**src/rtl/slp_seq_pkg.sv**
```systemverilog
package slp_seq_pkg;

  localparam int LINK_W = 2;
  localparam int KIND_W = 2;

  localparam logic [LINK_W-1:0] LINK_OFF_READY = 2'b10;
  localparam logic [KIND_W-1:0] KIND_NONE      = 2'b00;

  typedef enum logic [2:0] {
    ST_IDLE,
    ST_WAIT_CPL,
    ST_SEND,
    ST_WAIT_RDY,
    ST_DONE
  } seq_state_t;

endpackage

```
**src/rtl/slp_ctl_port.sv**
```systemverilog
module slp_ctl_port
  import slp_seq_pkg::*;
(
  input  logic              clk,
  input  logic              rst,
  input  logic              wr_valid,
  input  logic [KIND_W-1:0] wr_type,
  input  logic              cpl_ready,
  output logic              wr_ready,
  output logic              cpl_valid,
  output logic              wr_fire,
  output logic              cpl_fire,
  output logic [KIND_W-1:0] fire_kind
);

  logic cpl_pend_q;

  // one completion outstanding at a time; a new write waits for it
  always_ff @(posedge clk) begin
    if (rst) begin
      cpl_pend_q <= 1'b0;
    end else if (cpl_pend_q) begin
      if (cpl_ready) cpl_pend_q <= 1'b0;
    end else if (wr_valid) begin
      cpl_pend_q <= 1'b1;
    end
  end

  assign wr_ready  = ~cpl_pend_q;
  assign cpl_valid = cpl_pend_q;
  assign wr_fire   = wr_valid & ~cpl_pend_q;
  assign cpl_fire  = cpl_pend_q & cpl_ready;
  assign fire_kind = wr_type;

endmodule

```
**src/rtl/slp_port_track.sv**
```systemverilog
module slp_port_track
  import slp_seq_pkg::*;
#(
  parameter int NPORTS = 4
) (
  input  logic                     clk,
  input  logic                     rst,
  input  logic                     issue,
  input  logic                     watch,
  input  logic [NPORTS-1:0]        port_en,
  input  logic [NPORTS*LINK_W-1:0] link_state,
  output logic [NPORTS-1:0]        turnoff,
  output logic                     all_ready
);

  logic [NPORTS-1:0] seen_q;
  logic [NPORTS-1:0] rdy_now;
  logic [NPORTS-1:0] port_ok;

  for (genvar g = 0; g < NPORTS; g++) begin : g_port
    assign rdy_now[g] = (link_state[g*LINK_W +: LINK_W] == LINK_OFF_READY);

    // sticky: a link that touched off-ready keeps counting as done
    always_ff @(posedge clk) begin
      if (rst || !watch) seen_q[g] <= 1'b0;
      else if (rdy_now[g]) seen_q[g] <= 1'b1;
    end

    // strobe does not look at the link code at all
    always_ff @(posedge clk) begin
      if (rst) turnoff[g] <= 1'b0;
      else     turnoff[g] <= issue & port_en[g];
    end

    assign port_ok[g] = ~port_en[g] | seen_q[g] | rdy_now[g];
  end

  assign all_ready = &port_ok;

endmodule

```
**src/rtl/slp_wait_timer.sv**
```systemverilog
module slp_wait_timer #(
  parameter int CNT_W = 16
) (
  input  logic             clk,
  input  logic             rst,
  input  logic             run,
  input  logic [CNT_W-1:0] limit,
  output logic             expired
);

  logic [CNT_W-1:0] cnt_q;

  assign expired = (cnt_q == limit);

  always_ff @(posedge clk) begin
    if (rst || !run)  cnt_q <= '0;
    else if (!expired) cnt_q <= cnt_q + 1'b1;
  end

endmodule

```
**src/rtl/slp_link_quiesce_seq.sv**
```systemverilog
module slp_link_quiesce_seq
  import slp_seq_pkg::*;
#(
  parameter int NPORTS = 4,
  parameter int CNT_W  = 16
) (
  input  logic                     clk,
  input  logic                     rst,
  input  logic                     wr_valid,
  input  logic [1:0]               wr_type,
  output logic                     wr_ready,
  output logic                     cpl_valid,
  input  logic                     cpl_ready,
  input  logic [NPORTS-1:0]        port_en,
  input  logic [2*NPORTS-1:0]      link_state,
  input  logic                     wake,
  input  logic [CNT_W-1:0]         wait_limit,
  output logic [NPORTS-1:0]        turnoff_strobe,
  output logic                     sleep_proceed,
  output logic [1:0]               sleep_kind,
  output logic                     ready_timeout
);

  seq_state_t        state_q;
  logic [KIND_W-1:0] kind_q;
  logic              wr_fire;
  logic              cpl_fire;
  logic [KIND_W-1:0] fire_kind;
  logic              all_ready;
  logic              expired;
  logic              issue;
  logic              watch;

  slp_ctl_port u_ctl (
    .clk       (clk),
    .rst       (rst),
    .wr_valid  (wr_valid),
    .wr_type   (wr_type),
    .cpl_ready (cpl_ready),
    .wr_ready  (wr_ready),
    .cpl_valid (cpl_valid),
    .wr_fire   (wr_fire),
    .cpl_fire  (cpl_fire),
    .fire_kind (fire_kind)
  );

  assign issue = (state_q == ST_SEND) & ~wake;
  assign watch = (state_q == ST_WAIT_RDY);

  slp_port_track #(.NPORTS(NPORTS)) u_track (
    .clk        (clk),
    .rst        (rst),
    .issue      (issue),
    .watch      (watch),
    .port_en    (port_en),
    .link_state (link_state),
    .turnoff    (turnoff_strobe),
    .all_ready  (all_ready)
  );

  slp_wait_timer #(.CNT_W(CNT_W)) u_timer (
    .clk     (clk),
    .rst     (rst),
    .run     (watch),
    .limit   (wait_limit),
    .expired (expired)
  );

  always_ff @(posedge clk) begin
    if (rst) begin
      state_q       <= ST_IDLE;
      kind_q        <= KIND_NONE;
      sleep_proceed <= 1'b0;
      sleep_kind    <= KIND_NONE;
      ready_timeout <= 1'b0;
    end else if (wake) begin
      state_q       <= ST_IDLE;
      sleep_proceed <= 1'b0;
      sleep_kind    <= KIND_NONE;
      ready_timeout <= 1'b0;
    end else begin
      unique case (state_q)
        ST_IDLE: begin
          if (wr_fire && fire_kind != KIND_NONE) begin
            state_q <= ST_WAIT_CPL;
            kind_q  <= fire_kind;
          end
        end
        ST_WAIT_CPL: begin
          if (cpl_fire) state_q <= ST_SEND;
        end
        ST_SEND: begin
          state_q <= ST_WAIT_RDY;
        end
        ST_WAIT_RDY: begin
          if (all_ready || expired) begin
            state_q       <= ST_DONE;
            sleep_proceed <= 1'b1;
            sleep_kind    <= kind_q;
            ready_timeout <= ~all_ready;
          end
        end
        ST_DONE: begin
          state_q <= ST_DONE;
        end
        default: state_q <= ST_IDLE;
      endcase
    end
  end

endmodule

```
**config.mk**
```make
export PLATFORM = sky130hd
export DESIGN_NAME = slp_link_quiesce_seq
export DESIGN_NICKNAME = d
export VERILOG_FILES = /design/src/rtl/slp_seq_pkg.sv /design/src/rtl/slp_ctl_port.sv /design/src/rtl/slp_port_track.sv /design/src/rtl/slp_wait_timer.sv /design/src/rtl/slp_link_quiesce_seq.sv
export SDC_FILE = /design/constraint.sdc
export NUM_CORES = 1
export LEC_CHECK = 0
export CAP_MARGIN = 20
export CORE_ASPECT_RATIO = 1.5
export CORE_MARGIN = 2
export CORE_UTILIZATION = 35
export CTS_BUF_LIST = sky130_fd_sc_hd__clkbuf_4
export CTS_CLUSTER_DIAMETER = 120
export DETAILED_ROUTE_END_ITERATION = 6
export DONT_BUFFER_PORTS = 1
export PLACE_DENSITY = 0.52
export SETUP_SLACK_MARGIN = 0.15
export SYNTH_ARGS = -nofsm -noshare
export SYNTH_HDL_FRONTEND = slang
export SYNTH_SLANG_ARGS = --single-unit
export TNS_END_PERCENT = 10
```
**constraint.sdc**
```tcl
create_clock -name clk -period 4.9 [get_ports clk]
set_clock_uncertainty 0.05 [all_clocks]
set_input_delay 1.225 -clock clk [delete_from_list [all_inputs] [get_ports clk]]
set_output_delay 1.225 -clock clk [all_outputs]
set_load 0.03 [all_outputs]
```
* Yosys cells after proc, flatten, opt, wreduce, memory -nomap -nowiden
Index checks and enable logic that the tools add are counted.
** Storage, ports and cells
- RAM bits :: 0
- Memory bits (read-only) :: 0
- Flip-flop bits (word level) :: 34
- Memories kept :: 0
- Latch bits :: 0
- Logic and storage cells :: 68
** Cells by class
- Multiply operators :: 0
- Bitwise logic cells :: 22
- Shifts and indexed selects :: 0
- Muxes and demuxes :: 7
- $lt $le $gt $ge :: 0
- Add/subtract/negate cells :: 1
- Reduce and logical (&&, ||, !) cells :: 11
- Equal/unequal tests :: 12
- Div/mod/pow operators :: 0
** Operators by type and width (number)
- adder 16 x 1 -> 16 bit (second input constant) :: 1
- equality test 16 bit :: 1
- one-hot mux 3 bit (5 select lines) :: 1
- two-way mux 3 bit :: 3
- equality test 2 bit (second input constant) :: 4
- bitwise OR 1 bit :: 8
- AND 1 bit :: 7
- inverter 1 bit :: 7
- equality test 3 x 2 -> 1 bit (second input constant) :: 2
- != test 2 bit (second input constant) :: 3
- AND reduction 3 bit :: 2
- AND reduction 4 bit :: 1
- equality test 3 x 1 -> 1 bit (second input constant) :: 1
- equality test 3 bit (second input constant) :: 1
- logical NOT 3 bit :: 1
- two-way mux 1 bit :: 3
- logical OR 1 bit :: 2
- AND reduction 2 bit :: 1
- nonzero test 2 bit :: 1
- OR reduction 2 bit :: 1
- logical AND 1 bit :: 1
- logical NOT 1 bit :: 1

* Depth between registers and ports, before layout
Gate-level depths: netlist (run 1).
- Depth after elaboration :: 7
- Gate-level depth with buffers :: 8
- Gate-level depth less buffers :: 5

* Cells and area by module
A second synthesis (run 1) with hierarchy kept.
** Second synthesis, totals
- Cell total of the unflattened synthesis :: 194
- Area, all modules :: 1761.7 µm²
** Modules (own cells, without submodules)
- slp_wait_timer :: seq. area each 320.3 µm², cells an instance 111, area each 960.9 µm², times used 1
- slp_link_quiesce_seq :: seq. area each 180.2 µm², cells an instance 44, area each 412.9 µm², times used 1
- slp_port_track :: seq. area each 160.2 µm², cells an instance 31, area each 320.3 µm², times used 1
- slp_ctl_port :: seq. area each 20.0 µm², cells an instance 8, area each 67.6 µm², times used 1

* Worst setup path after synthesis (run 1)
No wires, ideal clock.
- Kind :: input to register
- Start point :: input wait_limit[9]
- End point :: register u_timer.cnt_q[0]
- Slack :: 2365 ps
- Data arrival time :: 2357 ps
- Required time :: 4722 ps
- Stages :: 7
- Setup time :: 128 ps
- Cells stage by stage :: xnor2_1 -> nand4_1 -> nor4_1 -> clkbuf_1 -> buf_4 -> xor2_1 -> nor2_1
** Between the ends
- Word-level cells in the longest chain between the ends :: 1
** RTL lines
- start, declared :: line slp_link_quiesce_seq.sv:17 : input logic [CNT_W-1:0] wait_limit,
- equality test 16 bit :: line slp_wait_timer.sv:13 : assign expired = (cnt_q == limit);
- end signal, assigned :: line slp_wait_timer.sv:17 : else if (!expired) cnt_q <= cnt_q + 1'b1;
- end, declared :: line slp_wait_timer.sv:11 : logic [CNT_W-1:0] cnt_q;
Every way passes these cells.
A chain may end at the register's enable or synchronous reset.

* Worst setup path after layout (run 1)
- Start point :: register u_ctl.cpl_pend_q (netlist: u_ctl.cpl_valid)
- End point :: output wr_ready
** Between the ends
- Word-level cells in the longest chain between the ends :: 1
** RTL lines
- start, declared :: line slp_ctl_port.sv:16 : logic cpl_pend_q;
- start signal, assigned :: line slp_ctl_port.sv:21 : cpl_pend_q <= 1'b0;
- start signal, assigned :: line slp_ctl_port.sv:23 : if (cpl_ready) cpl_pend_q <= 1'b0;
- start signal, assigned :: line slp_ctl_port.sv:25 : cpl_pend_q <= 1'b1;
- inverter 1 bit :: line slp_ctl_port.sv:29 : assign wr_ready = ~cpl_pend_q;
- end, declared :: line slp_link_quiesce_seq.sv:11 : output logic wr_ready,
Every way passes these cells.

==> results by group, run 1 <==
Run status
  – Status: finished clean

Power
  – Pwr/cell area: 246 mW/mm^2
  – Sw frac: a little under a quarter
  – Internal: around 0.35 mW
  – P_sw: around 0.11 mW
  – Power Total: 0.457 mW
  – Maximum vdd drop: 0.0813 mV
  – Sequential Power Share: about three fifths
  – Clock Power Share: between 30% and 40%
  – Leak: approximately 0.55 nW
  – Comb power frac: 4.8%

Finish
  – Fraction of layout cells with a size suffix above 1: 7.21%
  – Most frequent cells in the layout: 34 x dfxtp_1, 19 x o21ai_0, 16 x xnor2_1, 14 x nor2_1, 12 x nand4_1
  – Area Overhead vs Synth: 6.53%
  – N_diodes: 0
  – Finished Layout Cells: 274
  – FILL cells: around 520
  – Fin nets: 243
  – Most common cell after layout, fill and taps aside: dfxtp_1

STA
  – Max-Slew Margin vs Limit: between 50% and 60%
  – FMAX: roughly 0.4 GHz
  – Worst Tran Pin Value: approximately 0.71 ns
  – Setup Viol. Count Final: 0
  – Setup TNS: 0 ns
  – Fin. Hold Viols: 0
  – RSZ-0062 raised after global routing: no
  – Final period util: between 40% and 50%
  – Min cycle time layout: roughly 2.4 ns
  – Fin. max-slew vios: 0

Synthesis
  – Synthesized area: ~0.0017 sq mm
  – Synth warn: 0
  – Seq/Total Area, Yosys: a little under 40%
  – Syn_area_per_cell: about 8.4 sq um
  – Post-synth EDFFs: 0
  – Syn Nets: approximately 240
  – Asr flop ratio synth: 0%
  – #FFs+latches synth: 34
  – Post-Synthesis Cells: approximately 210
  – Post-synth cell types: 40
  – Main synth FF type: dfxtp_1

Clocking
  – Postcts setup bufs: 0
  – Longest Clk Path Bufs: 2
  – Post-cts resize count: 0
  – CTS tree: built
  – CTS sink count: 34
  – Clock transition at path regs: between 0.1 and 0.15 ns
  – Cts hold-fix bufs: 0
  – H-Tree Level Count: 2
  – Skew-Pair Late Insertion Delay: roughly 0.33 ns
  – Root Driver: clkbuf_4
  – Number of CTS-inserted buffers: 5

Drt
  – Starting DRT DRC Count: 81
  – Avg WL per Cell: between 10 and 15 um
  – Pre-antenna DRT Iters: 4
  – Final wirelength: 3.88 mm
  – ANT nets after route: 0
  – Vias/cell: between 5 and 6
  – Via count: about 1500
  – # DRC: 0

Setup path
  – CP required: 3.62 ns
  – Max Fanout on Critical Path: 5
  – WP buf/inv: 1
  – Crit start category: flip-flop
  – Critical-path cell list: inv_1
  – Critical setup path kind: flip-flop to output pin
  – CP peak stage delay: a little under 0.6 ns
  – CP delay by family, top: flip-flops
  – CP max-delay cell: dfxtp_1
  – Crit path DAT: 1.17 ns
  – CP Capture Type: output pin

Die
  – Die Area: approximately 0.0056 sq mm
  – Die W: between 60 and 70 um
  – Rows: 31
  – Num ports: 45
  – Core ar.: approximately 0.0048 sq mm
  – Die Height: between 90 and 100 um
  – Initial Utilization: 36.3%

Place
  – Inst Count DP: between 200 and 300
  – RD Place Congestion: about 0.74
  – Hpwl dp: 2.91 mm
  – # port buffers: 0

Global route
  – Largest net degree at the start of global routing: 25
  – GRT Residual Overflow: 0
  – Global-route usage over all layers: 14.9%
  – First-pass GRT wire length: between 6 and 7 mm
  – Vias in the first global route: 1400
  – Initial antenna violation count: 0

Job
  – Max Cap Viol: 0

Worst hold path
  – Worst hold-check path type: flip-flop to flip-flop
[synthesized netlist by cell type, types with 2 or more instances]
library cell,instances,area share (%)
and2_1,8,2.9
nand3b_1,2,0.86
nor2_1,14,3.0
clkbuf_1,3,0.65
a21oi_1,11,3.2
o21ai_0,19,5.5
a21boi_0,2,0.86
nand2_1,11,2.4
o22a_1,2,1.0
or4_1,8,3.4
o311ai_0,2,1.0
nor4_1,2,0.72
and4_1,2,1.0
xnor2_1,16,8.0
nand4_1,12,4.3
o211ai_1,5,2.2
buf_2,5,1.4
dfxtp_1,34,39
mux2i_1,3,1.7
inv_1,11,2.4
or3_1,8,2.9
o31ai_1,2,0.86
nand3_1,8,2.3
[cells by family after synthesis]
| logic type | count (synthesis) | synth area share, % |
|---|---|---|
| buffers and inverters | 20 | 4.88 |
| AND/OR/NAND/NOR | 86 | 29.1 |
| AO/OA/AOI/OAI | 46 | 16.0 |
| multiplexers | 3 | 1.72 |
| flip-flops | 34 | 39.0 |
| adder cells (fa/ha/maj) | 1 | 0.717 |
| XOR/XNOR | 17 | 8.54 |
[through the flow]
step | setup WS [ns] | instance area (sq um) | hold WS (ns) | util [%]
floorplan | 2.37 | 1740 | 0.419 | -
global route | 2.38 | 1860 | 0.483 | 38.6
global placement | 2.33 | 1800 | 0.437 | 37.5
finish | 2.45 | 1860 | 0.459 | 38.6
CTS | 2.44 | 1860 | 0.460 | 38.6
detailed placement | 2.29 | 1800 | 0.445 | 37.5
[flip-flops by register name, summed over array words and instances, names as in the netlist]
name	count
u_timer.cnt_q	16
u_track.seen_q	4
u_track.turnoff	4
state_q	3
kind_q	2
sleep_kind	2
ready_timeout	1
sleep_proceed	1
u_ctl.cpl_valid	1
[final timing paths]
check | startpoint | endpoint | slack, ns | depth (start not counted)
worst max-delay path | u_ctl.cpl_valid | wr_ready | 2.45 | 1
worst min-delay path | u_timer.cnt_q[15] | u_timer.cnt_q[15] | 0.46 | 2
worst max register to register | state_q[1] | u_timer.cnt_q[5] | 2.90 | 4
worst min register to register | u_timer.cnt_q[15] | u_timer.cnt_q[15] | 0.46 | 2
[power groups by stage]
stage          Clock, mW  Combinational, mW  Sequential, mW
2_1_floorplan          0             0.0183           0.287
3_5_place_dp           0             0.0221           0.288
5_1_grt            0.175             0.0248           0.282
3_3_place_gp           0             0.0221           0.288
6_report           0.154             0.0219           0.281
4_1_cts            0.161             0.0223           0.281
[worst reg2reg max path, cell delays in order (launching register included)]
cell and delay [ns]:
dfxtp_1 0.47, and3b_1 0.37, nand2b_1 0.39, or4_1 0.59
o21ai_0 0.08
[per-layer routing]
| metal | share of wire [%] | up-vias | global-route usage (%) |
|---|---|---|---|
| met3 | 7.3 | 6 | 4.73 |
| li1 | - | 753 | - |
| met1 | 43 | 679 | 17.9 |
| met4 | 1.9 | 0 | 5.85 |
| met2 | 48 | 43 | 23.9 |
| met5 | 0 | - | 0 |
[layout make-up]
| cell class | count | area, sq um | area share [%] |
|---|---|---|---|
| multi-input combinational | 153 | 985 | 53.0 |
| sequential | 34 | 681 | 36.6 |
| tap | 66 | 82.6 | 4.44 |
| clock buffer | 6 | 45.0 | 2.42 |
| inverter | 11 | 41.3 | 2.22 |
| timing repair buffer | 2 | 15.0 | 0.808 |
| clock inverter | 2 | 8.76 | 0.471 |
Note: power is estimated with default switching activity, not from simulation.
==> run 2: changes to the inputs <==
--- a/config.mk
+++ b/config.mk
@@ -5,6 +5,7 @@
 export SDC_FILE = /design/constraint.sdc
 export NUM_CORES = 1
 export LEC_CHECK = 0
+export ABC_AREA = 1
 export CAP_MARGIN = 20
 export CORE_ASPECT_RATIO = 1.5
 export CORE_MARGIN = 2
@@ -13,7 +14,7 @@
 export CTS_CLUSTER_DIAMETER = 120
 export DETAILED_ROUTE_END_ITERATION = 6
 export DONT_BUFFER_PORTS = 1
-export PLACE_DENSITY = 0.52
+export PLACE_DENSITY = 0.54
 export SETUP_SLACK_MARGIN = 0.15
 export SYNTH_ARGS = -nofsm -noshare
 export SYNTH_HDL_FRONTEND = slang
==> constraint.sdc (replaced) <==
create_clock -name clk -period 2 [get_ports clk]
set_clock_uncertainty 0.05 [all_clocks]
set_input_delay 0.5 -clock clk [delete_from_list [all_inputs] [get_ports clk]]
set_output_delay 0.5 -clock clk [all_outputs]
set_load 0.03 [all_outputs]
==> run 2 against run 1 <==
  * Die area is 12% higher
  * Via count grew 26%
  * Cell count rose by 48%
  * Hold slack worse by 0.25 ns
  * Sequential cell count is the same
  * Non-clock buffer count rose by 7
  * Clock power rose to 2.6 times the previous value
  * Sequential share of layout area fell by 5.0 points
  * Register-to-register slack got worse by 2.6 ns
  * Routed wire length is 21% higher
  * Largest cell class unchanged
  * Highest routed layer unchanged
==> results by group, run 2 <==
Setup path
  – Reg-to-reg startpoint: u_timer.cnt_q[0]
  – Worst R2R Path Depth: 7 (+3)
  – CP required: 1.45 ns (-2.17 ns)
  – Crit path DAT: 1.19 ns (+0.02 ns)
  – Crit start category: flip-flop
  – CP max-delay cell: dfxtp_1
  – CP Launch Point: u_ctl.cpl_valid
  – Critical-path cell list: inv_1 -> buf_4
  – R2R Setup Slk: 0.35 ns (-2.55 ns)
  – CP Capture Point: wr_ready
  – Critical setup path kind: flip-flop to output pin
  – Max Fanout on Critical Path: 4 (-1)
  – CP Capture Type: output pin
  – CP peak stage delay: 0.56 ns (-0.02 ns)
  – Terminus of the critical flop-to-flop path: u_timer.cnt_q[14]

Global route
  – GRT Residual Overflow: 0 (unchanged)
  – Global-route usage over all layers: 15.8% (+0.87 points)
  – Largest net degree at the start of global routing: 18 (-28%)
  – Vias in the first global route: 1710 (+22%)
  – Initial antenna violation count: 0 (unchanged)
  – First-pass GRT wire length: 7.55 mm (+19%)

Finish
  – Footprint of the multi-input gates: 0.00103 sq mm (+4.3%)
  – Largest register FFs: 16 (unchanged)
  – Top flop regs: u_timer.cnt_q (16), u_track.seen_q (4), u_track.turnoff (4)
  – Area Overhead vs Synth: 9.48%
  – Finished Layout Cells: 405 (+48%)
  – Fraction of layout cells with a size suffix above 1: 9.85% (+2.6 points)
  – Most common cell after layout, fill and taps aside: nand2_1
  – Fin nets: 370 (+52%)
  – Reg area: 681 sq um (unchanged)
  – Core Util, Final: 39.5% (+0.85 points)
  – N_diodes: 0 (unchanged)
  – Finished Cell Area: 0.00215 sq mm (+16%)
  – FILL cells: 624 (+20%)
  – Most frequent cells in the layout: 100 x nand2_1, 57 x inv_1, 34 x dfxtp_1, 33 x nor2_1, 21 x nand3_1
  – Largest Register: u_timer.cnt_q

Drt
  – ANT nets after route: 0 (unchanged)
  – # DRC: 0 (unchanged)
  – Vias/cell: 4.60 (-15%)
  – Pre-antenna DRT Iters: 4 (unchanged)
  – Via count: 1862 (+26%)
  – Final wirelength: 4.68 mm (+21%)
  – Starting DRT DRC Count: 68 (-16%)
  – Avg WL per Cell: 11.6 um (-18%)

Place
  – RD Place Congestion: 0.858 (+16%)
  – Placed cell areas: 0.00208 sq mm (+15%)
  – Inst Count DP: 396 (+49%)
  – Pre-CTS WS: 0.186 ns (-2.11 ns)
  – Hpwl dp: 3.71 mm (+28%)
  – # port buffers: 0 (unchanged)

Synthesis
  – Synth warn: 0 (unchanged)
  – Simple-Gate Fraction of Synth Area: 37.0% (+7.9 points)
  – Synthesized area: 0.00197 sq mm (+13%)
  – Largest family of logic cells by synthesized area: simple AND/OR/NAND/NOR gates
  – XOR/XNOR share of the synthesized area: 3.56% (-5.0 points)
  – #FFs+latches synth: 34 (unchanged)
  – Syn Nets: 358 (+47%)
  – Post-Synthesis Cells: 322 (+56%)
  – Asr flop ratio synth: 0% (unchanged)
  – Seq/Total Area, Yosys: 34.6% (-4.4 points)
  – Post-synth cell types: 19 (-53%)
  – Post-synth EDFFs: 0 (unchanged)
  – Synth area leaders: dfxtp_1 35%, nand2_1 19%, inv_1 11%, nor2_1 6.5%, nand3_1 5.3%
  – Syn_area_per_cell: 6.10 sq um (-28%)
  – Top-area cell type share of the netlist area: 34.6% (-4.4 points)
  – Multiplexer share of the synthesized area: 0% (-1.7 points)
  – Commonest cells in the netlist: 100 x nand2_1, 57 x inv_1, 34 x dfxtp_1, 34 x nor2_1, 21 x nand3_1
  – Compound-Gate Fraction of Synth Area: 10.6% (-5.4 points)
  – Post-Synth Adder-Cell Area: 0.637% (-0.081 points)
  – Main synth FF type: dfxtp_1
  – Yosys top cell by area: dfxtp_1
  – Most frequent cell after synthesis: nand2_1

Clocking
  – H-Tree Level Count: 2 (unchanged)
  – Longest Clk Path Bufs: 2 (unchanged)
  – Root Driver: clkbuf_4
  – Cts hold-fix bufs: 0 (unchanged)
  – CTS sink count: 34 (unchanged)
  – Number of CTS-inserted buffers: 5 (unchanged)
  – CTS tree: built
  – Skew-Pair Late Insertion Delay: 0.34 ns (about the same)
  – Clock transition at path regs: 0.11 ns (about the same)

Power
  – Pwr/cell area: 546 mW/mm^2 (+120%)
  – Power Total: 1.18 mW (+160%)
  – Leak: 0.891 nW (+61%)
  – Maximum vdd drop: 0.270 mV (+230%)

Die
  – Die Height: 95.8 um (+5.9%)
  – Num ports: 45 (unchanged)
  – Die W: 65.2 um (+5.8%)
  – Die Area: 0.00624 sq mm (+12%)
  – Initial Utilization: 36.1% (-0.20 points)
  – Rows: 33 (+6.5%)
  – Core ar.: 0.00545 sq mm (+13%)

Job
  – Max Cap Viol: 0 (unchanged)

STA
  – Min cycle time layout: around 1.7 ns
  – Worst Tran Pin Value: 0.421 ns (-0.292 ns)
  – Final worst slack: 0.255 ns (-2.20 ns)
  – FMAX: 0.573 GHz
  – Setup Viol. Count Final: 0 (unchanged)
  – Fin. max-slew vios: 0 (unchanged)
  – Max-Slew Margin vs Limit: 71.7% (+19 points)
  – Final period util: between 80% and 90%
  – Setup TNS: 0 ns (unchanged)
  – Fin. Hold Viols: 0 (unchanged)
  – RSZ-0062 raised after global routing: no
  – Hold_ws: 0.214 ns (-0.245 ns)

Worst hold path
  – Worst hold-check path type: input pin to flip-flop

Run status
  – Status: finished clean
-- run 2: cell count changes after synthesis, moves of 9 or more --
| cell | delta |
|---|---|
| nand2_1 | +89 |
| inv_1 | +46 |
| nor2_1 | +20 |
| xnor2_1 | -16 |
| nand3_1 | +13 |
| nor3_1 | +11 |
| nand4_1 | -10 |
| a21oi_1 | +9 |
-- run 2: what timing repair did --
action | 4_1_cts | 5_1_grt
gates resized for setup | 0 | 3
buffers inserted | 0 | 1
endpoints found under the setup margin | 0 | 20
-- run 2: cell type report --
| type | instances | share of cell area (%) |
|---|---|---|
| clock buffer | 6 | 2.09 |
| clock inverter | 2 | 0.407 |
| inverter | 62 | 10.9 |
| multi-input combinational | 222 | 47.7 |
| sequential | 34 | 31.6 |
| tap | 70 | 4.07 |
| timing repair buffer | 9 | 3.14 |
-- run 2: how the worst min path moves through the flow --
stage	cells past startpoint	endpoint	startpoint	slack, ns
final	2	u_track.turnoff[3]	port_en[3]	0.21
after global routing	2	u_track.turnoff[3]	port_en[3]	0.19
after CTS	2	u_track.turnoff[3]	port_en[3]	0.20
after detailed placement	2	u_track.seen_q[2]	u_track.seen_q[2]	0.40
after global placement	2	u_track.seen_q[2]	u_track.seen_q[2]	0.39
after floorplan	2	kind_q[0]	kind_q[0]	0.38
-- run 2: where the power goes --
group | internal [mW] | total [mW] | switching, mW | leakage [nW]
sequential | 0.684 | 0.692 | 0.00859 | 0.274
combinational | 0.0335 | 0.0893 | 0.0558 | 0.583
clock | 0.146 | 0.394 | 0.248 | 0.0331
total | 0.863 | 1.18 | 0.312 | 0.891
-- run 2: cell families after synthesis --
kind of cell             count (synthesis)
AND/OR/NAND/NOR                        175
buffers and inverters                   66
AO/OA/AOI/OAI                           38
flip-flops                              34
XOR/XNOR                                 8
adder cells (fa/ha/maj)                  1
-- run 2: worst max-delay path: cells and delay by family, from the launching register on --
| kind | cells | cell delay [ns] |
|---|---|---|
| flops | 1 | 0.56 |
| buf+inv | 2 | 0.28 |
-- run 2: per-layer routing --
| layer | GRT usage (%) | part of all wire, % |
|---|---|---|
| met1 | 15.9 | 39 |
| met5 | 0 | 0 |
| met3 | 4.44 | 5.5 |
| met2 | 30.2 | 54 |
| met4 | 6.25 | 1.7 |
==> run 3: changes to the inputs <==
--- a/config.mk
+++ b/config.mk
@@ -14,7 +14,7 @@
 export CTS_CLUSTER_DIAMETER = 120
 export DETAILED_ROUTE_END_ITERATION = 6
 export DONT_BUFFER_PORTS = 1
-export PLACE_DENSITY = 0.54
+export PLACE_DENSITY_LB_ADDON = 0.08
 export SETUP_SLACK_MARGIN = 0.15
 export SYNTH_ARGS = -nofsm -noshare
 export SYNTH_HDL_FRONTEND = slang
==> run 3 against run 2 <==
  * Core utilization fell by 0.14 points
  * Via count fell by 1.9%
  * Fmax grew 0.47%
  * Largest power group unchanged
  * Critical path type is now flip-flop to flip-flop
  * Non-clock buffer count is 1 lower
==> results by group, run 3 (synthesis results as in run 2) <==
Clocking
  – Cts hold-fix bufs: 0 (unchanged)
  – Clock transition at path regs: 0.10 ns (about the same)
  – Number of CTS-inserted buffers: 5 (unchanged)
  – H-Tree Level Count: 2 (unchanged)
  – CTS tree: built
  – CTS sink count: 34 (unchanged)
  – Root Driver: clkbuf_4
  – Skew-Pair Late Insertion Delay: 0.33 ns (about the same)
  – Longest Clk Path Bufs: 2 (unchanged)

STA
  – Worst Tran Pin Value: 0.390 ns (-0.0315 ns)
  – Final period util: 86.8% (-0.41 points)
  – Fin. Hold Viols: 0 (unchanged)
  – Setup TNS: 0 ns (unchanged)
  – RSZ-0062 raised after global routing: no
  – Setup Viol. Count Final: 0 (unchanged)
  – Min cycle time layout: 1.74 ns (-0.00821 ns)
  – Hold_ws: 0.225 ns (+0.0114 ns)
  – FMAX: 0.576 GHz (+0.47%)
  – Max-Slew Margin vs Limit: 73.8% (+2.1 points)
  – Final worst slack: 0.264 ns (+0.00821 ns)
  – Fin. max-slew vios: 0 (unchanged)

Run status
  – Status: finished clean

Setup path
  – CP Capture Type: flip-flop
  – CP Depth: 10 (+8)
  – Most used cell along the critical path: nand2_1
  – R2R Setup Slk: 0.26 ns (-0.09 ns)
  – Critical-path cell list: inv_1 -> nand2_1 -> nand2_1 -> nor2_1 -> nand2_1 -> nor2_2 -> nand2_4 -> buf_4 -> a21oi_1 -> nor2_1
  – Worst R2R Path Depth: 10 (+3)
  – WP buf/inv: 2 (unchanged)
  – Critical setup path kind: flip-flop to flip-flop
  – Reg-to-reg startpoint: u_timer.cnt_q[7]
  – CP required: 2.18 ns (+0.73 ns)
  – CP peak stage delay: 0.42 ns (-0.14 ns)
  – Crit path DAT: 1.92 ns (+0.73 ns)
  – Crit start category: flip-flop
  – Max Fanout on Critical Path: 17 (+13)
  – Terminus of the critical flop-to-flop path: u_timer.cnt_q[5]
  – CP delay by family, top: simple AND/OR/NAND/NOR gates
  – CP max-delay cell: dfxtp_1

Finish
  – Footprint of the multi-input gates: 0.00103 sq mm (unchanged)
  – Largest register FFs: 16 (unchanged)
  – FILL cells: 631 (+1.1%)
  – Fin nets: 369 (-0.27%)
  – Fraction of layout cells with a size suffix above 1: 9.58% (-0.27 points)
  – Reg area: 681 sq um (unchanged)
  – Core Util, Final: 39.3% (-0.14 points)
  – Most common cell after layout, fill and taps aside: nand2_1
  – Top flop regs: u_timer.cnt_q (16), u_track.seen_q (4), u_track.turnoff (4)
  – Area Overhead vs Synth: 9.10%
  – Largest Register: u_timer.cnt_q
  – N_diodes: 0 (unchanged)
  – Most frequent cells in the layout: 100 x nand2_1, 57 x inv_1, 34 x dfxtp_1, 33 x nor2_1, 21 x nand3_1

Power
  – Clock Power Share: 32.5% (-1.0 points)
  – Sequential Power Share: 59.7% (+0.8 points)
  – Leak: 0.888 nW (-0.32%)
  – Sw frac: 25.5% (-1.0 points)
  – Maximum vdd drop: 0.319 mV (+18%)
  – P_sw: 0.296 mW (-5.2%)
  – Comb power frac: 7.7% (about the same)
  – Internal: 0.863 mW (about the same)
  – Pwr/cell area: 540 mW/mm^2 (-1.0%)

Die
  – Core ar.: 0.00545 sq mm (unchanged)
  – Rows: 33 (unchanged)
  – Num ports: 45 (unchanged)
  – Initial Utilization: 36.1% (unchanged)
  – Die W: 65.2 um (unchanged)
  – Die Area: 0.00624 sq mm (unchanged)
  – Die Height: 95.8 um (unchanged)

Worst hold path
  – Worst hold-check path type: input pin to flip-flop
  – Min-Delay Path Depth: 2 (unchanged)
  – Hold Path End: u_track.turnoff[0]
  – Hold Path Origin: port_en[0]

Job
  – Max Cap Viol: 0 (unchanged)

Drt
  – ANT nets after route: 0 (unchanged)
  – Via count: 1827 (-1.9%)
  – Final wirelength: 4.72 mm (+0.79%)
  – # DRC: 0 (unchanged)
  – Vias/cell: 4.52 (-1.6%)
  – Starting DRT DRC Count: 59 (-13%)
  – Pre-antenna DRT Iters: 4 (unchanged)
  – Avg WL per Cell: 11.7 um (+1.0%)

Place
  – Pre-CTS WS: 0.140 ns (-0.0468 ns)
  – Hpwl dp: 3.85 mm (+3.5%)
  – # port buffers: 0 (unchanged)
  – RD Place Congestion: 0.857 (about the same)

Global route
  – First-pass GRT wire length: 7.51 mm (-0.54%)
  – Largest net degree at the start of global routing: 18 (unchanged)
  – Global-route usage over all layers: 16.0% (+0.15 points)
  – Initial antenna violation count: 0 (unchanged)
  – GRT Residual Overflow: 0 (unchanged)
  – Vias in the first global route: 1674 (-2.1%)
[run 3: stage by stage]
stage / total power, mW / instance area, sq um / std cells
6_report: 1.16 / 2140 / 404
5_1_grt: 1.22 / 2140 / 404
4_1_cts: 1.18 / 2140 / 404
3_5_place_dp: 0.799 / 2080 / 396
3_3_place_gp: 0.799 / 2080 / 396
2_1_floorplan: 0.778 / 1970 / 322
[run 3: layer usage]
| metal | GRT usage (%) | part of all wire [%] |
|---|---|---|
| met1 | 15.6 | 40 |
| met5 | 0 | 0 |
| met4 | 7.12 | 2.4 |
| met2 | 31.0 | 52 |
| met3 | 3.98 | 4.9 |
[run 3: area by class of cell]
cell class	count	area share, %
inverters	62	11.0
repair buffers	8	2.80
clock buffers	6	2.10
flip-flops and latches	34	31.7
multi-input cells	222	47.9
clock inverters	2	0.408
well taps	70	4.08
[run 3: power groups by stage]
stage                     Clock, mW  Sequential (mW)  Combinational [mW]
after detailed placement          0            0.708              0.0915
after floorplan                   0            0.707              0.0716
after CTS                     0.399            0.693              0.0919
after global routing          0.422            0.694               0.104
final                         0.377            0.692              0.0897
after global placement            0            0.708              0.0914
[run 3: how the worst max path moves through the flow]
stage / from / endpoint
final: u_timer.cnt_q[7] / u_timer.cnt_q[5]
after CTS: u_timer.cnt_q[7] / u_timer.cnt_q[3]
after floorplan: u_ctl.cpl_valid / state_q[0]
after global routing: u_timer.cnt_q[7] / u_timer.cnt_q[3]
after detailed placement: u_timer.cnt_q[7] / u_timer.cnt_q[14]
after global placement: u_timer.cnt_q[7] / u_timer.cnt_q[4]
[run 3: what timing repair did]
action | 4_1_cts | 5_1_grt
endpoints found under the setup margin | 9 | 21
pin swaps | 0 | 1
setup buffers | 0 | 0
cloned | 0 | 0
gates resized for setup | 1 | 2
